$ cat config.mk
export PLATFORM = sky130hd
export DESIGN_NAME = sadc_ctl_top
export DESIGN_NICKNAME = d
export VERILOG_FILES = /design/src/rtl/sadc_ctl_pkg.sv /design/src/rtl/sadc_sync.sv /design/src/rtl/sadc_frame_rx.sv /design/src/rtl/sadc_pwr_fsm.sv /design/src/rtl/sadc_ctl_top.sv
export SDC_FILE = /design/constraint.sdc
export NUM_CORES = 1
export LEC_CHECK = 0
export ABC_AREA = 1
export BUFFER_PORTS_ARGS = -buffer_cell sky130_fd_sc_hd__clkbuf_2
export CORE_ASPECT_RATIO = 0.5
export CORE_MARGIN = 2
export CORE_UTILIZATION = 39
export DETAILED_ROUTE_END_ITERATION = 6
export SLEW_MARGIN = 30
export SYNTH_ARGS = -nofsm -noshare
export SYNTH_HDL_FRONTEND = slang
export SYNTH_SLANG_ARGS = --single-unit
$ cat constraint.sdc
create_clock -name clk -period 4.07 [get_ports clk]
set_clock_uncertainty 0.1 [all_clocks]
set_input_delay 0.6105 -clock clk [delete_from_list [all_inputs] [get_ports clk]]
set_output_delay 0.6105 -clock clk [all_outputs]
set_load 0.005 [all_outputs]
$ cat src/rtl/sadc_ctl_pkg.sv
package sadc_ctl_pkg;

  // bit positions inside the control word; the host relies on these
  localparam int unsigned POS_REF_OFF = 5;
  localparam int unsigned POS_DUAL    = 4;
  localparam int unsigned POS_CHAN    = 3;
  localparam int unsigned POS_PM_HI   = 1;
  localparam int unsigned POS_PM_LO   = 0;

  typedef enum logic [1:0] {
    PWR_OFF  = 2'b00,
    PWR_STBY = 2'b01,
    PWR_FULL = 2'b10
  } pwr_state_e;

  typedef enum logic [1:0] {
    PM_CS_GATED  = 2'b00,
    PM_ALWAYS_ON = 2'b01,
    PM_AUTO_OFF  = 2'b10,
    PM_AUTO_STBY = 2'b11
  } pm_e;

  // only the fields that drive something are stored
  typedef struct packed {
    logic       ref_off;
    logic       dual;
    logic       chan;
    logic [1:0] pm;
  } ctl_fields_t;

endpackage

$ cat src/rtl/sadc_sync.sv
module sadc_sync #(
  parameter int unsigned W          = 3,
  parameter int unsigned STAGES     = 2,
  parameter logic [W-1:0] RESET_VAL = '0
) (
  input  logic         clk,
  input  logic         rst_n,
  input  logic [W-1:0] d_in,
  output logic [W-1:0] q
);

  logic [STAGES-1:0][W-1:0] pipe;

  always_ff @(posedge clk or negedge rst_n) begin
    if (!rst_n) begin
      for (int i = 0; i < STAGES; i++) pipe[i] <= RESET_VAL;
    end else begin
      pipe[0] <= d_in;
      for (int i = 1; i < STAGES; i++) pipe[i] <= pipe[i-1];
    end
  end

  assign q = pipe[STAGES-1];

endmodule

$ cat src/rtl/sadc_frame_rx.sv
module sadc_frame_rx
  import sadc_ctl_pkg::*;
#(
  parameter int unsigned WORD_W = 8
) (
  input  logic        clk,
  input  logic        rst_n,
  input  logic        cs_low,
  input  logic        cs_fall,
  input  logic        sclk_rise,
  input  logic        sdi,
  output ctl_fields_t ctl,
  output logic        load
);

  localparam int unsigned CNT_W = $clog2(WORD_W + 1);
  localparam logic [CNT_W-1:0] CNT_MAX = CNT_W'(WORD_W);

  logic [CNT_W-1:0] bit_cnt;
  logic [CNT_W-1:0] bit_pos;
  ctl_fields_t      stage_q, stage_d;
  logic             take;

  // a bit is taken only inside a frame and only up to the word width
  assign take    = cs_low && sclk_rise && (bit_cnt < CNT_MAX);
  assign bit_pos = CNT_MAX - CNT_W'(1) - bit_cnt;
  assign load    = take && (bit_cnt == CNT_MAX - CNT_W'(1));

  // steer the incoming bit straight into the field it belongs to
  always_comb begin
    stage_d = stage_q;
    if (take) begin
      if (bit_pos == CNT_W'(POS_REF_OFF)) stage_d.ref_off = sdi;
      if (bit_pos == CNT_W'(POS_DUAL))    stage_d.dual    = sdi;
      if (bit_pos == CNT_W'(POS_CHAN))    stage_d.chan    = sdi;
      if (bit_pos == CNT_W'(POS_PM_HI))   stage_d.pm[1]   = sdi;
      if (bit_pos == CNT_W'(POS_PM_LO))   stage_d.pm[0]   = sdi;
    end
  end

  always_ff @(posedge clk or negedge rst_n) begin
    if (!rst_n) begin
      bit_cnt <= '0;
      stage_q <= '0;
      ctl     <= '0;
    end else begin
      if (cs_fall)   bit_cnt <= '0;
      else if (take) bit_cnt <= bit_cnt + CNT_W'(1);
      stage_q <= stage_d;
      if (load && !cs_fall) ctl <= stage_d;
    end
  end

endmodule

$ cat src/rtl/sadc_pwr_fsm.sv
module sadc_pwr_fsm
  import sadc_ctl_pkg::*;
(
  input  logic       clk,
  input  logic       rst_n,
  input  pm_e        pm,
  input  logic       cs_low,
  input  logic       cs_fall,
  input  logic       conv_done,
  output pwr_state_e state
);

  pwr_state_e state_d;

  always_comb begin
    state_d = state;
    unique case (pm)
      PM_CS_GATED:  state_d = cs_low ? PWR_FULL : PWR_OFF;
      PM_ALWAYS_ON: state_d = PWR_FULL;
      PM_AUTO_OFF: begin
        if (cs_fall)        state_d = PWR_FULL;
        else if (conv_done) state_d = PWR_OFF;
      end
      PM_AUTO_STBY: begin
        if (cs_fall)        state_d = PWR_FULL;
        else if (conv_done) state_d = PWR_STBY;
      end
      default: state_d = PWR_OFF;
    endcase
  end

  always_ff @(posedge clk or negedge rst_n) begin
    if (!rst_n) state <= PWR_OFF;
    else        state <= state_d;
  end

endmodule

$ cat src/rtl/sadc_ctl_top.sv
module sadc_ctl_top
  import sadc_ctl_pkg::*;
#(
  parameter int unsigned WORD_W      = 8,
  parameter int unsigned SYNC_STAGES = 2
) (
  input  logic       clk,
  input  logic       rst_n,
  input  logic       sclk,
  input  logic       cs_n,
  input  logic       sdi,
  input  logic       conv_done,
  output logic       ref_en,
  output logic       dual_mode,
  output logic       chan_sel,
  output logic [1:0] pwr_mode,
  output logic [1:0] pwr_state
);

  localparam logic [2:0] PIN_IDLE = 3'b010; // sclk low, cs_n high, sdi low

  logic [2:0]  pins_q;
  logic        sclk_s, cs_n_s, sdi_s;
  logic        sclk_prev, cs_n_prev;
  logic        sclk_rise, cs_fall, cs_low;
  logic        load;
  ctl_fields_t ctl;
  pwr_state_e  state;

  sadc_sync #(
    .W(3), .STAGES(SYNC_STAGES), .RESET_VAL(PIN_IDLE)
  ) u_sync (
    .clk  (clk),
    .rst_n(rst_n),
    .d_in ({sclk, cs_n, sdi}),
    .q    (pins_q)
  );

  assign {sclk_s, cs_n_s, sdi_s} = pins_q;

  always_ff @(posedge clk or negedge rst_n) begin
    if (!rst_n) begin
      sclk_prev <= 1'b0;
      cs_n_prev <= 1'b1;
    end else begin
      sclk_prev <= sclk_s;
      cs_n_prev <= cs_n_s;
    end
  end

  assign sclk_rise = sclk_s & ~sclk_prev;
  assign cs_fall   = ~cs_n_s & cs_n_prev;
  assign cs_low    = ~cs_n_s;

  sadc_frame_rx #(.WORD_W(WORD_W)) u_rx (
    .clk      (clk),
    .rst_n    (rst_n),
    .cs_low   (cs_low),
    .cs_fall  (cs_fall),
    .sclk_rise(sclk_rise),
    .sdi      (sdi_s),
    .ctl      (ctl),
    .load     (load)
  );

  sadc_pwr_fsm u_pwr (
    .clk      (clk),
    .rst_n    (rst_n),
    .pm       (pm_e'(ctl.pm)),
    .cs_low   (cs_low),
    .cs_fall  (cs_fall),
    .conv_done(conv_done),
    .state    (state)
  );

  assign ref_en    = ~ctl.ref_off;
  assign dual_mode = ctl.dual;
  assign chan_sel  = ctl.dual & ctl.chan;
  assign pwr_mode  = ctl.pm;
  assign pwr_state = state;

endmodule

==> impl.org <==
** Floorplan
- In this run the count of I/O pins placed on the die edge is 13.
- Width of the die :: ~78 microns
- Starting density of the core :: 41.2%
- Die height :: 41.1 microns
- The floorplan has 13 rows.
- Floorplan core area :: about 2600 sq um
- Die area :: 3210 sq um

** Logic synthesis
- Flip-flop and latch count after synthesis :: 24
- Most area-hungry cell type in the Yosys netlist :: sky130_fd_sc_hd__dfrtp_1
- Summing every instance area after synthesis gives 1070 sq um.
- Area fraction of the dominant cell type after synthesis :: just under 50%
- Counting distinct cell types in the post-synthesis netlist gives 16.
- Most instantiated library cell after synthesis :: sky130_fd_sc_hd__nand2_1
- Nets in the synthesized netlist :: between 100 and 150
- After technology mapping, the gate count stands at 122.
- Number of enable flip-flop cells after synthesis :: 0
- Post-synth ARST share :: 100%
- After synthesis, the mean cell area works out to 8.79 sq um.
- For this run, the leading register cell type out of synthesis is sky130_fd_sc_hd__dfrtp_1.
- During synthesis, Yosys emitted a total of 0 warnings.
- After synthesis, flip-flops and latches occupy 56.4% of the total area.
- Most frequent cells after synthesis :: sky130_fd_sc_hd__nand2_1 (35), sky130_fd_sc_hd__dfrtp_1 (21), sky130_fd_sc_hd__inv_1 (20)
- Largest cells by area after synthesis :: sky130_fd_sc_hd__dfrtp_1 (49%), sky130_fd_sc_hd__nand2_1 (12%), sky130_fd_sc_hd__dfstp_2 (7.4%)

** Clock network
- The longest clock path from root to sink contains 2 buffers.
- TritonCTS built the clock tree.
- TritonCTS sink count :: 24
- Counting the buffers created by CTS gives 3.
- Clock transition at path regs :: 0.08 ns
- Total of cells resized after clock tree synthesis :: 0
- Cell at the root of the clock tree :: sky130_fd_sc_hd__clkbuf_8
- H-Tree Depth :: 1
- Post-CTS Repair Setup Buffers :: 0
- In this run, post-CTS hold repair placed 0 buffers.
- Clk_lat worst skew :: around 0.26 ns

** Setup path
- Worst reg2reg path startpoint :: u_sync.q[1]$_DFF_PN1_
- Critical Path Sink Type :: primary output
- Kind of start point of the critical path :: register
- Terminus of the critical flop-to-flop path :: u_rx.ctl[4]$_DFFE_PN0P_
- Among all stages on the critical path, the largest delay is contributed by sky130_fd_sc_hd__dfrtp_1.
- Along the worst path, the maximum fanout reaches 3.
- Stage delay of the slowest cell on the critical path :: 0.39 ns
- Required time worst endpoint :: 3.36 ns
- The critical path in this run is classified as reg2out.
- Cells along the critical path :: nand2_1, inv_1, clkbuf_2
- The setup check on the worst reg-to-reg path leaves a slack of 2.65 ns.
- Broken down by cell family, the worst path's largest delay share belongs to flip-flops.
- Data on the critical path arrives at its endpoint at approximately 0.85 ns.
- For the worst flop-to-flop path, the logic depth is 7.
- The critical path contains buffers and inverters numbering 2 combined.

** Timing
- Summed over all failing endpoints, the final setup total negative slack is 0 ns.
- Setup violations remaining at the end of the flow were counted as 0.
- Hold violation count in the final report :: 0
- Setup repair after global routing left no endpoint under its margin.
- The max-slew violation total from the final report came to 0.
- Fraction of the cycle the final worst path needs :: 38.4%
- Max-Slew Margin vs Limit :: 62.1%
- Fin crit period :: 1.56 ns
- Derived from the worst setup path, the maximum achievable clock frequency is between 600 and 700 MHz.
- For the pin with the worst max-slew slack, the measured transition is 0.569 ns.

** Detailed routing
- Total number of vias :: 719
- Average wire per standard cell :: slightly above 10 microns
- In this run, the number of DRC markers left after iteration 0 of detailed routing was 24.
- Detailed-route DRC error count :: 0
- Total Wirelength :: ~1700 microns
- Drt first pass iters :: 4
- Number of nets with antenna violations after detailed routing :: 0
- Number of vias per cell :: 4.18

** Power and ir drop
- The internal portion of the total power is between 0.3 and 0.4 mW.
- Of the total power, registers draw 56.7%.
- For this design the total switching power over the nets is 0.106 mW.
- In this run switching power makes up 22.8% of total power.
- Power density relative to cell area :: 385 nW/um^2
- The clock network accounts for 33.9% of the total power.
- Across the VDD grid, the largest voltage drop is 0.158 mV.
- Combinational fraction of design power :: 9.4%
- The analysis attributes to cell leakage a power of 0.646 nW.

** Global route
- Entering global routing, the biggest net connects 25 pins.
- In the global route stage, overall resource usage came out at 13.4%.
- The number of antenna violations at the first check in global routing is 0.
- The number of global-route vias before repair came to 662.
- Total congestion overflow :: 0
- The first global-routing pass estimated 3040 microns of wire.

** Finish
- The area growth from synthesis to layout is 12.6%.
- Filler cell count in the final layout :: 272
- Diodes inserted :: 0
- Share of layout cells above drive strength 1 :: 18.5%
- Post-route core utilization :: between 40% and 50%
- Total Nets Final :: 145

** Flow run
- Number of max-cap violations :: 0

** Min path
- The tightest min-delay check is of the in2async type.

** Place
- Routability-driven placement finished with a final weighted congestion of approximately 0.76.
- In this run the tool buffered the top-level ports with 12 buffer cells.
- After legalization and detailed placement, the total HPWL measured 1280 microns.

** Status
- The flow ran to the end, and the final reports show no timing, DRC or antenna violations.
==> sequential cells by signal, indices dropped and copies added (netlist names) <==
signal / count
u_pwr.state: 2
u_rx.ctl: 5
cs_n_prev: 1
u_sync.q: 3
u_sync.pipe: 3
u_rx.stage_q: 5
sclk_prev: 1
u_rx.bit_cnt: 4
==> worst max-delay path by stage <==
stage / from / endpoint / cells past startpoint
2_1_floorplan: u_sync.q[1]$_DFF_PN1_ / u_rx.ctl[3]$_DFFE_PN0P_ / 7
3_3_place_gp: u_sync.q[1]$_DFF_PN1_ / u_rx.ctl[3]$_DFFE_PN0P_ / 7
3_5_place_dp: u_sync.q[1]$_DFF_PN1_ / u_rx.ctl[3]$_DFFE_PN0P_ / 7
4_1_cts: u_rx.ctl[3]$_DFFE_PN0P_ / chan_sel / 3
5_1_grt: u_rx.ctl[3]$_DFFE_PN0P_ / chan_sel / 3
6_report: u_rx.ctl[3]$_DFFE_PN0P_ / chan_sel / 3
==> through the flow <==
stage	instance area [sq um]	instances	power, mW	hold WS (ns)	setup WS (ns)
after floorplan	1070	122	0.297	0.215	2.78
after global placement	1150	168	0.312	0.232	2.72
after detailed placement	1150	168	0.312	0.236	2.66
after CTS	1210	172	0.471	0.246	2.50
after global routing	1210	172	0.498	0.258	2.47
final	1210	172	0.464	0.226	2.51
==> logic make-up (layout without fill, tap and decap cells) <==
| logic type | after synthesis | count (layout) | share of synthesized area (%) |
|---|---|---|---|
| adders and majority gates | 3 | 3 | 3.50 |
| and+or+nand+nor | 64 | 64 | 27.2 |
| buffers and inverters | 25 | 38 | 10.2 |
| DFF | 24 | 24 | 56.4 |
| AOI/OAI and AO/OA | 6 | 6 | 2.80 |
==> final cells by class <==
cell class                 instances  area [sq um]  area share (%)
inverter                          22          82.6            6.84
sequential                        24           604            50.1
tap                               37          46.3            3.83
clock buffer                       4          55.1            4.56
timing repair buffer              12          60.1            4.97
multi-input combinational         73           359            29.7
==> power groups by stage <==
| stage | Clock [mW] | Sequential (mW) | Combinational [mW] |
|---|---|---|---|
| finish | 0.158 | 0.263 | 0.0436 |
| floorplan | 0 | 0.266 | 0.0312 |
| global placement | 0 | 0.267 | 0.0449 |
| CTS | 0.163 | 0.263 | 0.0446 |
| detailed placement | 0 | 0.268 | 0.0439 |
| global route | 0.179 | 0.265 | 0.0537 |
==> layout by cell type (no fill, tap or decap), types with 3 or more instances in the layout <==
| cell type | Yosys | layout |
|---|---|---|
| sky130_fd_sc_hd__a21oi_1 | 3 | 3 |
| sky130_fd_sc_hd__and2_1 | 5 | 5 |
| sky130_fd_sc_hd__clkbuf_2 | 0 | 12 |
| sky130_fd_sc_hd__clkbuf_8 | 0 | 4 |
| sky130_fd_sc_hd__dfrtp_1 | 21 | 21 |
| sky130_fd_sc_hd__dfstp_2 | 3 | 3 |
| sky130_fd_sc_hd__ha_1 | 3 | 3 |
| sky130_fd_sc_hd__inv_1 | 20 | 20 |
| sky130_fd_sc_hd__nand2_1 | 35 | 35 |
| sky130_fd_sc_hd__nand3_1 | 11 | 11 |
| sky130_fd_sc_hd__nor2_1 | 9 | 9 |
| sky130_fd_sc_hd__o21ai_0 | 3 | 3 |
==> worst reg2reg max path, stage by stage (launching register included) <==
cell                      delay (ns)
sky130_fd_sc_hd__dfstp_2        0.55
sky130_fd_sc_hd__inv_2          0.06
sky130_fd_sc_hd__nand2_4        0.08
sky130_fd_sc_hd__nand2_1        0.09
sky130_fd_sc_hd__nor2_4         0.18
sky130_fd_sc_hd__inv_1          0.13
sky130_fd_sc_hd__nand2_1        0.08
sky130_fd_sc_hd__nand2_1        0.05
==> routing by layer <==
metal	part of all wire, %	track usage (%)	vias up	wire length (microns)
met5	0	0	-	0
met1	60	18.9	315	1040
li1	-	-	389	-
met4	1.2	5.26	0	21
met2	34	19.0	13	597
met3	5.0	4.63	2	88
Power figures use the tool's default switching activity.
